$ cat src/rtl/spi_lm_pkg.sv
package spi_lm_pkg;

  // Last half-period tick of a transfer: one half-period after the final
  // clock edge, plus one more when late capture runs past the edges.
  function automatic int end_tick(input int bits, input logic cpha, input logic late);
    return 2 * bits + 1 + ((cpha && late) ? 1 : 0);
  endfunction

  // Tick at which a new transmit bit is placed on the line (first bit excluded).
  function automatic logic is_launch(input int n, input int bits, input logic cpha);
    int off;
    off = cpha ? 1 : 0;
    return (n >= 2 + off) && (n <= 2 * bits - 2 + off) && (((n - off) % 2) == 0);
  endfunction

  // Tick at which a receive bit is taken.
  function automatic logic is_capture(input int n, input int bits, input logic cpha,
                                      input logic late);
    int k;
    k = n - 1 - (cpha ? 1 : 0) - (late ? 1 : 0);
    return (k >= 0) && ((k % 2) == 0) && ((k / 2) < bits);
  endfunction

endpackage

$ cat src/rtl/spi_lm_clkdiv.sv
module spi_lm_clkdiv #(
  parameter int HALF_W = 8
) (
  input  logic              clk,
  input  logic              rst_n,
  input  logic              load,
  input  logic              run,
  input  logic [HALF_W-1:0] load_half,
  input  logic [HALF_W-1:0] run_half,
  output logic              tick
);
  logic [HALF_W-1:0] cnt;

  function automatic logic [HALF_W-1:0] top_of(input logic [HALF_W-1:0] h);
    return (h == '0) ? '0 : h - 1'b1;
  endfunction

  always_ff @(posedge clk or negedge rst_n) begin
    if (!rst_n)        cnt <= '0;
    else if (load)     cnt <= top_of(load_half);
    else if (run) begin
      if (cnt == '0)   cnt <= top_of(run_half);
      else             cnt <= cnt - 1'b1;
    end
  end

  assign tick = run && (cnt == '0);
endmodule

$ cat src/rtl/spi_lm_seq.sv
module spi_lm_seq
  import spi_lm_pkg::*;
#(
  parameter int DATA_W = 8,
  parameter int HALF_W = 8
) (
  input  logic              clk,
  input  logic              rst_n,
  input  logic              start,
  input  logic [1:0]        cfg_mode,
  input  logic              cfg_late,
  input  logic [HALF_W-1:0] cfg_half,
  input  logic              tick,
  output logic              accept,
  output logic              busy,
  output logic [HALF_W-1:0] half_q,
  output logic              launch,
  output logic              capture,
  output logic              finish,
  output logic              sclk,
  output logic              cs_n,
  output logic              done
);
  localparam int EDGES = 2 * DATA_W;
  localparam int CNT_W = $clog2(EDGES + 3);

  logic [CNT_W-1:0] tcnt;
  logic [CNT_W-1:0] nxt;
  logic             cpol_q, cpha_q, late_q;

  assign accept  = start && !busy;
  assign nxt     = tcnt + 1'b1;
  assign launch  = tick && is_launch(int'(nxt), DATA_W, cpha_q);
  assign capture = tick && is_capture(int'(nxt), DATA_W, cpha_q, late_q);
  assign finish  = tick && (int'(nxt) == end_tick(DATA_W, cpha_q, late_q));

  always_ff @(posedge clk or negedge rst_n) begin
    if (!rst_n) begin
      busy   <= 1'b0;
      tcnt   <= '0;
      sclk   <= 1'b0;
      cs_n   <= 1'b1;
      done   <= 1'b0;
      cpol_q <= 1'b0;
      cpha_q <= 1'b0;
      late_q <= 1'b0;
      half_q <= '0;
    end else begin
      done <= 1'b0;
      if (!busy) begin
        sclk <= cfg_mode[1];
        if (start) begin
          busy   <= 1'b1;
          tcnt   <= '0;
          cs_n   <= 1'b0;
          cpol_q <= cfg_mode[1];
          cpha_q <= cfg_mode[0];
          late_q <= cfg_late;
          half_q <= cfg_half;
        end
      end else if (tick) begin
        tcnt <= nxt;
        if (int'(nxt) <= EDGES) sclk <= ~sclk;
        if (finish) begin
          busy <= 1'b0;
          cs_n <= 1'b1;
          done <= 1'b1;
        end
      end
    end
  end
endmodule

$ cat src/rtl/spi_lm_shift.sv
module spi_lm_shift #(
  parameter int DATA_W = 8
) (
  input  logic              clk,
  input  logic              rst_n,
  input  logic              load,
  input  logic [DATA_W-1:0] load_data,
  input  logic              launch,
  input  logic              capture,
  input  logic              finish,
  input  logic              miso,
  output logic              mosi,
  output logic [DATA_W-1:0] rx_byte
);
  logic [DATA_W-1:0] tx_sr;
  logic [DATA_W-1:0] rx_sr;

  always_ff @(posedge clk or negedge rst_n) begin
    if (!rst_n) begin
      tx_sr   <= '0;
      rx_sr   <= '0;
      rx_byte <= '0;
    end else begin
      if (load)         tx_sr <= load_data;
      else if (launch)  tx_sr <= {tx_sr[DATA_W-2:0], 1'b0};
      if (capture)      rx_sr <= {rx_sr[DATA_W-2:0], miso};
      if (finish)       rx_byte <= rx_sr;
    end
  end

  assign mosi = tx_sr[DATA_W-1];
endmodule

$ cat src/rtl/spi_late_master.sv
module spi_late_master #(
  parameter int DATA_W = 8,
  parameter int HALF_W = 8
) (
  input  logic              clk,
  input  logic              rst_n,
  input  logic              start,
  input  logic [1:0]        cfg_mode,
  input  logic              cfg_late,
  input  logic [HALF_W-1:0] cfg_half,
  input  logic [DATA_W-1:0] tx_byte,
  output logic              ready,
  output logic              done,
  output logic [DATA_W-1:0] rx_byte,
  output logic              sclk,
  output logic              mosi,
  input  logic              miso,
  output logic              cs_n
);
  logic              tick_w, accept_w, busy_w, launch_w, capture_w, finish_w;
  logic [HALF_W-1:0] half_q;

  spi_lm_clkdiv #(.HALF_W(HALF_W)) u_div (
    .clk(clk), .rst_n(rst_n), .load(accept_w), .run(busy_w),
    .load_half(cfg_half), .run_half(half_q), .tick(tick_w)
  );

  spi_lm_seq #(.DATA_W(DATA_W), .HALF_W(HALF_W)) u_seq (
    .clk(clk), .rst_n(rst_n), .start(start), .cfg_mode(cfg_mode),
    .cfg_late(cfg_late), .cfg_half(cfg_half), .tick(tick_w),
    .accept(accept_w), .busy(busy_w), .half_q(half_q), .launch(launch_w),
    .capture(capture_w), .finish(finish_w), .sclk(sclk), .cs_n(cs_n),
    .done(done)
  );

  spi_lm_shift #(.DATA_W(DATA_W)) u_shift (
    .clk(clk), .rst_n(rst_n), .load(accept_w), .load_data(tx_byte),
    .launch(launch_w), .capture(capture_w), .finish(finish_w),
    .miso(miso), .mosi(mosi), .rx_byte(rx_byte)
  );

  assign ready = !busy_w;
endmodule

$ cat config.mk
export PLATFORM = sky130hd
export DESIGN_NAME = spi_late_master
export DESIGN_NICKNAME = d
export VERILOG_FILES = /design/src/rtl/spi_lm_pkg.sv /design/src/rtl/spi_lm_clkdiv.sv /design/src/rtl/spi_lm_seq.sv /design/src/rtl/spi_lm_shift.sv /design/src/rtl/spi_late_master.sv
export SDC_FILE = /design/constraint.sdc
export NUM_CORES = 1
export LEC_CHECK = 0
export ABC_AREA = 1
export BUFFER_PORTS_ARGS = -buffer_cell sky130_fd_sc_hd__buf_4
export CORE_MARGIN = 1.5
export CORE_UTILIZATION = 25
export DETAILED_ROUTE_END_ITERATION = 7
export GPL_TIMING_DRIVEN = 0
export PLACE_DENSITY_LB_ADDON = 0.25
export SLEW_MARGIN = 20
export SYNTH_ARGS = -nofsm -noshare
export SYNTH_HDL_FRONTEND = slang
export SYNTH_SLANG_ARGS = --single-unit
$ cat constraint.sdc
create_clock -name clk -period 4.2 [get_ports clk]
set_input_delay 0 -clock clk [delete_from_list [all_inputs] [get_ports clk]]
set_output_delay 0 -clock clk [all_outputs]
set_load 0.01 [all_outputs]
==> Flow_metrics.wiki, run 1 <==
{| class="wikitable"
! Metric !! Value
|-
| Post-synthesis sequential element count || 51
|-
| Top-count cell post-synth || sky130_fd_sc_hd__nand2_1
|-
| Fraction of layout instances using a drive strength above 1 || 16.8%
|-
| Worst r2r src || u_seq.tcnt[0]$_DFFE_PN0P_
|-
| Hold path startpoint || tx_byte[1]
|-
| Number of DRC markers after the initial detailed-route iteration || 166
|-
| Post-synthesis cell count || 505
|-
| Static leakage power || 2.25 nW
|-
| Largest net degree at the start of global routing || 52
|-
| Number of max-cap violations || 0
|-
| Worst Tran Pin Value || 0.664 ns
|-
| Total half-perimeter wirelength after legalization and detailed placement || 7.01 mm
|-
| FFs w/ async S/R, synth || 100%
|-
| Cell type with the highest occurrence count on the critical path || sky130_fd_sc_hd__nand2_1
|-
| Critical Path Sink Type || flop
|-
| Cts repair resizes || 0
|-
| Area contributors post-synth || sky130_fd_sc_hd__dfrtp_1, sky130_fd_sc_hd__nand2_1, sky130_fd_sc_hd__inv_1
|-
| Antenna violation net count after detailed routing || 0
|-
| Initial Utilization || 25.9%
|-
| Number of setup buffers added after CTS || 0
|-
| Crit. Startpoint || u_seq.tcnt[0]$_DFFE_PN0P_
|-
| Clock buffer count from CTS || 5
|-
| Clock Tree Buf Depth || 2
|-
| CP max-delay cell || sky130_fd_sc_hd__dfrtp_1
|-
| Placer congestion estimate || 0.877
|-
| Vertical extent of the die || 124 um
|-
| Top Ports || 36
|-
| Time the final worst path needs with I/O delays and setup || 3.75 ns
|-
| Clock edge transition at the registers on the reported setup and hold paths || 0.07 ns
|-
| Clock Skew || 0.00531 ns
|-
| Cell accounting for the most synthesized area || sky130_fd_sc_hd__dfrtp_1
|-
| Total placed cells including tap cells || 720
|-
| FMAX || 0.267 GHz
|-
| Total nets after synthesis || 545
|-
| Area grow syn2layout || 21.0%
|-
| Aggregate global routing overflow || 0
|-
| Overall die area || 0.0153 mm2
|-
| H-Tree Depth || 2
|-
| Result of the run || finished, final reports clean
|-
| Global-route wire length before repair || 15.3 mm
|-
| Final wirelength || 8.90 mm
|-
| Final worst path period share || 89.3%
|-
| Via count of the first global-routing pass || 3270
|-
| Combined area of all synthesized cells || 0.00363 mm2
|-
| Count of unique library cells instantiated by Yosys || 43
|-
| Path category of the worst min-delay check || in -> reg
|-
| Slew Limit Headroom || 55.7%
|-
| Data required time at the worst endpoint || 4.38 ns
|-
| Routed wire length per instance || 12.1 um
|-
| CTS tree || done
|-
| Signal arrival time at the worst endpoint || 3.93 ns
|-
| Insertion delay of the later-clocked pin in the worst-skew pair || 0.29 ns
|-
| Setup tns final || 0 ns
|-
| Unrepaired setup endpoints after global routing || false
|-
| Average instance area after synthesis || 7.20 um2
|-
| Number of optimization iterations in the first detailed-route pass || 4
|-
| CTS sink count || 51
|-
| Number of nets in the finished design || 597
|-
| Post-layout total power || 0.00272 W
|-
| Row Count || 43
|-
| Number of hold-slack violations in the final timing report || 0
|-
| Die W || 124 um
|-
| Antenna violations before repair || 0
|-
| Yosys warns || 0
|-
| Ordered cell list for the critical path || ha_1 > inv_1 > nand2_1 > nor2_2 > nand2_2 > nor2_1 > inv_1 > ha_1 > inv_1 > nand2_1 > nor2_1 > inv_1 > nor2_1 > nand3_2 > nor2_8 > nand3_1 > nand2_1 > nand2_1 > nor2_2 > nand2_2 > nor2_4 > nand4_4 > nand2_1 > nand2_1
|-
| Maximum single-stage delay on the critical path || 0.45 ns
|-
| Startpoint class of the critical path || flop
|-
| I/O Buffers || 35
|-
| Critical path peak fanout || 10
|-
| Count of placed standard cells in the final layout, fillers left out || 738
|-
| Pwr dens || 620 mW/mm2
|-
| Seq/Total Area, Yosys || 35.1%
|-
| Number of remaining DRC errors || 0
|-
| Type of the worst setup path || reg -> reg
|-
| Area share of the largest cell type after synthesis || 34.4%
|-
| Count of final max-slew check failures || 0
|-
| CORE AREA || 0.0140 mm2
|-
| Clock root cell || sky130_fd_sc_hd__clkbuf_16
|-
| GRT Total Usage || 12.6%
|-
| DR vias || 3337
|-
| Number of inserted diodes || 0
|-
| Ratio of routed vias to standard cells || 4.52
|-
| Most instantiated flip-flop cell in the synthesis netlist || sky130_fd_sc_hd__dfrtp_1
|-
| Synth top cells by count || sky130_fd_sc_hd__nand2_1, sky130_fd_sc_hd__inv_1, sky130_fd_sc_hd__nor2_1
|-
| EDFF count, synth || 0
|-
| Highest ir drop seen on vdd || 0.246 mV
|-
| Endpoints failing setup || 0
|}
## state kept, by name, indices dropped and copies added (netlist names)
register and cells:
u_div.cnt 8, u_seq.busy 1, u_seq.cpha_q 1, u_seq.cs_n 1, u_seq.done 1, u_seq.half_q 8
u_seq.late_q 1, u_seq.sclk 1, u_seq.tcnt 5, u_shift.rx_byte 8, u_shift.rx_sr 8, u_shift.tx_sr 8
## path summary, 6_finish.rpt
| check | slack, ns | depth (start not counted) | endpoint |
|---|---|---|---|
| min reg2reg | 0.47 | 2 | u_shift.rx_sr[7]$_DFFE_PN0P_ |
| max reg2reg | 0.45 | 24 | u_shift.rx_sr[5]$_DFFE_PN0P_ |
| min in group asynchronous | 0.27 | 2 | u_div.cnt[3]$_DFFE_PN0P_ |
| min | 0.007 | 3 | u_shift.tx_sr[1]$_DFFE_PN0P_ |
| max in group asynchronous | 3.47 | 2 | u_div.cnt[7]$_DFFE_PN0P_ |
| max | 0.45 | 24 | u_shift.rx_sr[5]$_DFFE_PN0P_ |
## final cells by class
class,instances,area [um2]
inverters,70,263
multi-input cells,378,2060
repair buffers,45,363
fillers,1499,9650
clock buffers,6,139
well taps,180,225
flip-flops and latches,51,1280
clock inverters,2,35.0
plain buffers,6,33.8
## per-stage QoR
stage | area [um2] | hold WS, ns | setup WS [ns] | util (%)
global placement | 4120 | 0.0828 | 0.470 | 29.4
finish | 4400 | 0.00712 | 0.448 | 31.3
detailed placement | 4120 | 0.0917 | 0.444 | 29.4
CTS | 4390 | 0.00120 | 0.420 | 31.2
global route | 4400 | 0.0133 | 0.00227 | 31.3
floorplan | 3630 | -0.296 | 0.901 | -
## metal layers
layer	vias up	global-route usage, %	share of wire [%]
met5	-	0	0
met4	0	3.45	1.2
met3	7	1.83	2.7
met2	51	21.6	48
met1	1544	16.7	48
li1	1735	-	-
## cells by family after synthesis
kind of cell	share of synthesized area, %
simple gates	38.9
fa+ha+maj	6.06
buf+inv	8.16
compound gates	8.57
flops	35.1
xor+xnor	3.13
## power breakdown
part	switching [W]	internal, W
Combinational	0.000952	0.000570
Sequential	0.000105	0.000626
Clock	0.000176	0.000296
Total	0.00123	0.00149
## timing repair
item	in CTS	in global routing
endpoints found under the hold margin	58	1
hold buffers	9	1
endpoints found under the setup margin	0	0
## worst max-delay path, delay by kind of cell, from the launching register on
family	cells	cell delay (ns)
adders and majority gates	2	0.63
buffers and inverters	4	0.48
DFF	1	0.45
and+or+nand+nor	18	2.07
## cell usage in the layout (no fill, tap or decap), types with 8 or more instances in the layout
master / count
sky130_fd_sc_hd__o21ai_0: 22
sky130_fd_sc_hd__dfrtp_1: 50
sky130_fd_sc_hd__nor2_2: 10
sky130_fd_sc_hd__inv_1: 63
sky130_fd_sc_hd__nor3_1: 14
sky130_fd_sc_hd__dlygate4sd3_1: 10
sky130_fd_sc_hd__nand2_1: 145
sky130_fd_sc_hd__ha_1: 16
sky130_fd_sc_hd__nand3_1: 36
sky130_fd_sc_hd__nand4_1: 10
sky130_fd_sc_hd__buf_4: 36
sky130_fd_sc_hd__nand2_2: 14
sky130_fd_sc_hd__xor2_1: 8
sky130_fd_sc_hd__nor2_1: 51
Power figures use the tool's default switching activity.
==> run 2: changes to the inputs <==
BUFFER_PORTS_ARGS = -buffer_cell sky130_fd_sc_hd__buf_2   (was -buffer_cell sky130_fd_sc_hd__buf_4)
==> run 2 against run 1 <==
Sequential cell count is the same. Critical path depth shrank 3. Final cell count grew 0.27%. Critical path type unchanged. Clock power grew 11%. Worst hold slack gained 0.0044 ns. Worst setup slack lost 0.048 ns. Cell area shrank 1.1%. Die area is the same. Maximum frequency shrank 1.3%. First-iteration DRC count shrank 3.6%. Via count grew 1.2%.
==> Flow_metrics.wiki, run 2 (synthesis gave the netlist of run 1 again) <==
{| class="wikitable"
! Metric !! Value
|-
| Result of the run || finished, final reports clean
|-
| Net switching component of the power || 0.00124 W
|-
| Critical path peak fanout || 8
|-
| Final Core Density || 31.0%
|-
| Portion of total power attributed to combinational logic || 54.7%
|-
| Data required time at the worst endpoint || 4.43 ns
|-
| Number of hold buffers added after cts || 12
|-
| Worst Tran Pin Value || 0.682 ns
|-
| CP max-delay cell || sky130_fd_sc_hd__dfrtp_1
|-
| Number of DRC markers after the initial detailed-route iteration || 160
|-
| Overall die area || 0.0153 mm2
|-
| Ratio of routed vias to standard cells || 4.56
|-
| Clock Tree Buf Depth || 2
|-
| Top Ports || 36
|-
| Global-route wire length before repair || 15.6 mm
|-
| Type of the worst setup path || reg -> reg
|-
| FMAX || 0.263 GHz
|-
| Via count of the first global-routing pass || 3387
|-
| Number of hold-slack violations in the final timing report || 0
|-
| Area grow syn2layout || 19.7%
|-
| Critical Path Sink Type || flop
|-
| Number of inserted diodes || 0
|-
| Number of setup buffers added after CTS || 0
|-
| Antenna violations before repair || 0
|-
| CORE AREA || 0.0140 mm2
|-
| Endpoints failing setup || 0
|-
| Number of max-cap violations || 0
|-
| Routed wire length per instance || 12.0 um
|-
| Number of optimization iterations in the first detailed-route pass || 5
|-
| Time the final worst path needs with I/O delays and setup || 3.80 ns
|-
| Initial Utilization || 25.9%
|-
| Maximum single-stage delay on the critical path || 0.43 ns
|-
| Count of final max-slew check failures || 0
|-
| Unrepaired setup endpoints after global routing || false
|-
| Clock edge transition at the registers on the reported setup and hold paths || 0.07 ns
|-
| CTS sink count || 51
|-
| Final worst path period share || 90.5%
|-
| Final wirelength || 8.90 mm
|-
| Antenna violation net count after detailed routing || 0
|-
| Clock root cell || sky130_fd_sc_hd__clkbuf_16
|-
| Signal arrival time at the worst endpoint || 4.03 ns
|-
| Aggregate global routing overflow || 0
|-
| Slew Limit Headroom || 54.3%
|-
| Power share of the clock group || 18.9%
|-
| Number of remaining DRC errors || 0
|-
| Switching portion of total power || 44.8%
|-
| Static leakage power || 2.24 nW
|-
| Placer congestion estimate || 0.887
|-
| Total placed cells including tap cells || 720
|-
| Clock buffer count from CTS || 5
|-
| Pwr dens || 635 mW/mm2
|-
| Worst Setup Slack post-DPL || 0.412 ns
|-
| Total half-perimeter wirelength after legalization and detailed placement || 6.99 mm
|-
| Part of the power in registers || 26.3%
|-
| Ordered cell list for the critical path || ha_1 > nor2_2 > nor2_2 > inv_1 > ha_1 > nand2_1 > inv_1 > nand4_1 > ha_1 > nand4_1 > inv_1 > nand2_1 > nor3_1 > nand2_4 > nand2_2 > nand2_2 > a21oi_4 > nand3_2 > nor2_4 > nand3_1 > nand2_1
|-
| Filler cells || 1512
|-
| Count of placed standard cells in the final layout, fillers left out || 740
|-
| Largest net degree at the start of global routing || 52
|-
| Highest ir drop seen on vdd || 0.287 mV
|-
| Internal power component || 0.00152 W
|-
| Vertical extent of the die || 124 um
|-
| Row Count || 43
|-
| Setup ws final || 0.400 ns
|-
| Number of nets in the finished design || 599
|-
| Reg-to-reg slack, setup || 0.40 ns
|-
| CTS tree || done
|-
| DR vias || 3378
|-
| H-Tree Depth || 2
|-
| Top library cells by usage in the layout, fill and taps aside || sky130_fd_sc_hd__nand2_1, sky130_fd_sc_hd__inv_1, sky130_fd_sc_hd__nor2_1
|-
| Insertion delay of the later-clocked pin in the worst-skew pair || 0.29 ns
|-
| Setup tns final || 0 ns
|-
| GRT Total Usage || 12.8%
|-
| Cts repair resizes || 0
|-
| Path category of the worst min-delay check || in -> reg
|-
| Startpoint class of the critical path || flop
|-
| Die W || 124 um
|-
| Most common cell after layout, fill and taps aside || sky130_fd_sc_hd__nand2_1
|-
| Clock Skew || 0.00543 ns
|-
| Fraction of layout instances using a drive strength above 1 || 16.8%
|-
| I/O Buffers || 35
|}
-- run 2: cell types whose count changed in the layout (fill, tap and decap cells not counted), sizes merged --
cell and delta:
bufinv +1, clkinv -1, dlygate4sd3 +2, clkbuf -1
clkinvlp +1
-- run 2: worst paths after layout --
check                                                   from                            to  cells past startpoint
worst max register to register     u_seq.tcnt[0]$_DFFE_PN0P_  u_shift.rx_sr[7]$_DFFE_PN0P_                     21
min in group asynchronous                              rst_n      u_div.cnt[3]$_DFFE_PN0P_                      2
worst min-delay path                              tx_byte[7]  u_shift.tx_sr[7]$_DFFE_PN0P_                      3
max in group asynchronous                              rst_n   u_seq.half_q[1]$_DFFE_PN0P_                      2
worst max-delay path               u_seq.tcnt[0]$_DFFE_PN0P_  u_shift.rx_sr[7]$_DFFE_PN0P_                     21
worst min register to register  u_shift.rx_sr[7]$_DFFE_PN0P_  u_shift.rx_sr[7]$_DFFE_PN0P_                      2
-- run 2: cell type report --
class | count | area, um2 | area share [%]
Buffer | 6 | 33.8 | 0.777
Clock buffer | 5 | 125 | 2.88
Clock inverter | 3 | 67.6 | 1.55
Inverter | 70 | 263 | 6.04
Multi-Input combinational cell | 378 | 2060 | 47.4
Sequential cell | 51 | 1280 | 29.4
Tap cell | 180 | 225 | 5.18
Timing Repair Buffer | 47 | 298 | 6.84
-- run 2: layer usage --
layer / wire length [um] / up-vias / track usage, %
met5: 0 / - / 0
met4: 201 / 0 / 5.03
met3: 228 / 14 / 1.79
met2: 4190 / 58 / 21.7
met1: 4280 / 1574 / 16.6
li1: - / 1732 / -
-- run 2: metrics by stage --
step	cell area, um2	hold slack [ns]	power (W)
floorplan	3630	-0.296	0.00194
global placement	4040	0.211	0.00224
detailed placement	4040	0.0905	0.00225
CTS	4350	0.0133	0.00279
global route	4350	0.0168	0.00304
finish	4350	0.0115	0.00276
-- run 2: power groups by stage --
stage / sequential (W) / combinational, W / clock, W
finish: 0.000727 / 0.00151 / 0.000523
global route: 0.000747 / 0.00174 / 0.000557
CTS: 0.000727 / 0.00153 / 0.000537
detailed placement: 0.000735 / 0.00151 / 0
global placement: 0.000735 / 0.00150 / 0
floorplan: 0.000715 / 0.00122 / 0
-- run 2: critical path: cells and delay by family (launching register included) --
| kind | cells | cell delay [ns] |
|---|---|---|
| DFF | 1 | 0.43 |
| adders and majority gates | 3 | 0.94 |
| and+or+nand+nor | 14 | 1.81 |
| AOI/OAI and AO/OA | 1 | 0.16 |
| buffers and inverters | 3 | 0.40 |
==> run 3: changes to the inputs <==
CELL_PAD_IN_SITES_DETAIL_PLACEMENT = 1   (was default)
CELL_PAD_IN_SITES_GLOBAL_PLACEMENT = 1   (was default)
==> run 3 against run 2 <==
Via count rose by 3.2%. Worst setup slack got worse by 0.043 ns. Die area did not move. Utilization fell by 0.11 points. Final cell count rose by 0.27%. Sequential cell count did not move. Sequential power barely moved. Worst hold slack got worse by 0.00071 ns. Critical path type unchanged. Largest cell class unchanged. Largest power group unchanged.
==> Flow_metrics.wiki, run 3 (synthesis gave the netlist of run 1 again) <==
{| class="wikitable"
! Metric !! Value
|-
| Ordered cell list for the critical path || ha_1 > nand2_1 > inv_1 > nor2_2 > inv_1 > ha_1 > nand2_1 > inv_1 > nand4_1 > ha_1 > nor2_1 > inv_1 > nor2_1 > nand2_1 > nor3_2 > nand2_4 > nand2_2 > nand2_2 > a21oi_4 > nand3_2 > nor2_4 > nand3_1 > nand2_1
|-
| Worst Setup Slack post-DPL || 0.283 ns
|-
| Worst r2r src || u_seq.tcnt[0]$_DFFE_PN0P_
|-
| Maximum single-stage delay on the critical path || 0.47 ns
|-
| Global-route met1 utilization || 18.0%
|-
| Final Core Density || 30.9%
|-
| Pwr dens || 626 mW/mm2
|-
| Power share of the clock group || 15.5%
|-
| Endpoints failing setup || 0
|-
| Initial Utilization || 25.9%
|-
| FMAX || 0.260 GHz
|-
| Hold path endpoint || u_seq.half_q[4]$_DFFE_PN0P_
|-
| Internal power component || 0.00142 W
|-
| Via count of the first global-routing pass || 3680
|-
| CTS tree || done
|-
| Slew Limit Headroom || 52.0%
|-
| DR vias || 3487
|-
| Number of remaining DRC errors || 0
|-
| Total half-perimeter wirelength after legalization and detailed placement || 8.27 mm
|-
| Met3 Use GR || 1.92%
|-
| Critical Path Sink Type || flop
|-
| Antenna violations before repair || 0
|-
| Final wirelength || 10.6 mm
|-
| Highest ir drop seen on vdd || 0.195 mV
|-
| Insertion delay of the later-clocked pin in the worst-skew pair || 0.29 ns
|-
| Placer congestion estimate || 0.831
|-
| Peak-usage layer in the global routing report || met2
|-
| Data required time at the worst endpoint || 4.42 ns
|-
| Aggregate global routing overflow || 0
|-
| Top library cells by usage in the layout, fill and taps aside || sky130_fd_sc_hd__nand2_1, sky130_fd_sc_hd__inv_1, sky130_fd_sc_hd__nor2_1, sky130_fd_sc_hd__dfrtp_1, sky130_fd_sc_hd__nand3_1
|-
| Net switching component of the power || 0.00129 W
|-
| GRT Total Usage || 14.8%
|-
| Vertical extent of the die || 124 um
|-
| Number of hold-slack violations in the final timing report || 0
|-
| Ratio of routed vias to standard cells || 4.70
|-
| Hold path startpoint || cfg_half[4]
|-
| Largest net degree at the start of global routing || 52
|-
| Most common cell after layout, fill and taps aside || sky130_fd_sc_hd__nand2_1
|-
| Number of optimization iterations in the first detailed-route pass || 4
|-
| Number of nets in the finished design || 601
|-
| Signal arrival time at the worst endpoint || 4.07 ns
|-
| Count of cells along the worst register-to-register path || 23
|-
| Critical R2R Capture || u_shift.rx_sr[5]$_DFFE_PN0P_
|-
| Static leakage power || 2.23 nW
|-
| Row Count || 43
|-
| Clock Skew || 0.00887 ns
|-
| Number of DRC markers after the initial detailed-route iteration || 173
|-
| CP max-delay cell || sky130_fd_sc_hd__dfrtp_1
|-
| Time the final worst path needs with I/O delays and setup || 3.84 ns
|-
| Result of the run || finished, final reports clean
|-
| Reg-to-reg slack, setup || 0.36 ns
|-
| I/O Buffers || 35
|-
| Die W || 124 um
|-
| Number of cells on the worst hold path || 3
|-
| Portion of total power attributed to combinational logic || 57.6%
|-
| Overall die area || 0.0153 mm2
|-
| Area grow syn2layout || 19.3%
|-
| Switching portion of total power || 47.6%
|-
| Critical path's top delay family || simple AND/OR/NAND/NOR gates
|-
| Top Ports || 36
|-
| CTS sink count || 51
|-
| H-Tree Depth || 2
|-
| Setup ws final || 0.357 ns
|-
| Type of the worst setup path || reg -> reg
|-
| Final worst path period share || 91.5%
|-
| Clock edge transition at the registers on the reported setup and hold paths || 0.07 ns
|-
| Worst Tran Pin Value || 0.717 ns
|-
| CORE AREA || 0.0140 mm2
|-
| Met2 capacity usage during global routing || 27.4%
|-
| Antenna violation net count after detailed routing || 0
|-
| Clock buffer count from CTS || 5
|-
| Clock Tree Buf Depth || 2
|-
| Global-route wire length before repair || 17.7 mm
|-
| Fraction of layout instances using a drive strength above 1 || 17.8%
|-
| Startpoint class of the critical path || flop
|-
| Critical path peak fanout || 8
|-
| Routed wire length per instance || 14.3 um
|-
| Path category of the worst min-delay check || in -> reg
|-
| Count of final max-slew check failures || 0
|-
| Part of the power in registers || 26.9%
|-
| Number of inserted diodes || 0
|-
| Number of max-cap violations || 0
|-
| Clock root cell || sky130_fd_sc_hd__clkbuf_16
|-
| Worst path bufs/invs || 4
|}
run 3: metal layers:
layer,part of all wire (%),routed length [um]
met1,47,4950
met2,50,5300
met3,2.1,226
met4,1.4,149
met5,0,0
run 3: metrics by stage:
stage / hold WS, ns / area, um2 / instances / total power (W) / setup TNS (ns)
floorplan: -0.296 / 3630 / 505 / 0.00194 / 0
global placement: 0.211 / 4040 / 720 / 0.00227 / 0
detailed placement: 0.0962 / 4040 / 720 / 0.00232 / 0
CTS: 0.00466 / 4310 / 740 / 0.00276 / 0
global route: 0.0199 / 4340 / 742 / 0.00297 / -0.00523
finish: 0.0108 / 4340 / 742 / 0.00271 / 0
run 3: final cells by class:
class / count / area, um2
Buffer: 6 / 33.8
Clock buffer: 7 / 143
Clock inverter: 1 / 5.00
Fill cell: 1748 / 9710
Inverter: 70 / 263
Multi-Input combinational cell: 378 / 2080
Sequential cell: 51 / 1280
Tap cell: 180 / 225
Timing Repair Buffer: 49 / 313
run 3: worst max path at each step:
stage                                         start                           end  cells past startpoint
after floorplan           u_seq.tcnt[0]$_DFFE_PN0P_  u_shift.rx_sr[0]$_DFFE_PN0P_                     22
after global placement    u_seq.tcnt[0]$_DFFE_PN0P_  u_shift.rx_sr[4]$_DFFE_PN0P_                     22
after detailed placement  u_seq.tcnt[0]$_DFFE_PN0P_  u_shift.rx_sr[5]$_DFFE_PN0P_                     23
after CTS                 u_seq.tcnt[0]$_DFFE_PN0P_  u_shift.rx_sr[5]$_DFFE_PN0P_                     23
after global routing      u_seq.tcnt[0]$_DFFE_PN0P_  u_shift.rx_sr[5]$_DFFE_PN0P_                     24
final                     u_seq.tcnt[0]$_DFFE_PN0P_  u_shift.rx_sr[5]$_DFFE_PN0P_                     23
run 3: power by group through the flow:
stage               registers [W]  clock network (W)  logic [W]
finish                   0.000730           0.000421    0.00156
global route             0.000752           0.000450    0.00177
CTS                      0.000731           0.000435    0.00159
detailed placement       0.000741                  0    0.00157
global placement         0.000733                  0    0.00154
floorplan                0.000715                  0    0.00122
run 3: worst reg2reg max path: stages (launching register included):
cell and delay (ns):
sky130_fd_sc_hd__dfrtp_1 0.47, sky130_fd_sc_hd__ha_1 0.40, sky130_fd_sc_hd__nand2_1 0.10, sky130_fd_sc_hd__inv_1 0.07
sky130_fd_sc_hd__nor2_2 0.05, sky130_fd_sc_hd__inv_1 0.05, sky130_fd_sc_hd__ha_1 0.20, sky130_fd_sc_hd__nand2_1 0.12
sky130_fd_sc_hd__inv_1 0.16, sky130_fd_sc_hd__nand4_1 0.13, sky130_fd_sc_hd__ha_1 0.26, sky130_fd_sc_hd__nor2_1 0.17
sky130_fd_sc_hd__inv_1 0.10, sky130_fd_sc_hd__nor2_1 0.24, sky130_fd_sc_hd__nand2_1 0.15, sky130_fd_sc_hd__nor3_2 0.21
sky130_fd_sc_hd__nand2_4 0.09, sky130_fd_sc_hd__nand2_2 0.07, sky130_fd_sc_hd__nand2_2 0.07, sky130_fd_sc_hd__a21oi_4 0.16
sky130_fd_sc_hd__nand3_2 0.11, sky130_fd_sc_hd__nor2_4 0.19, sky130_fd_sc_hd__nand3_1 0.10, sky130_fd_sc_hd__nand2_1 0.11
run 3: what timing repair did:
item,4_1_cts,5_1_grt
endpoints found under the hold margin,61,0
setup endpoints to repair,0,8
setup buffers,0,2
hold buffers,12,0
gates resized for setup,0,5
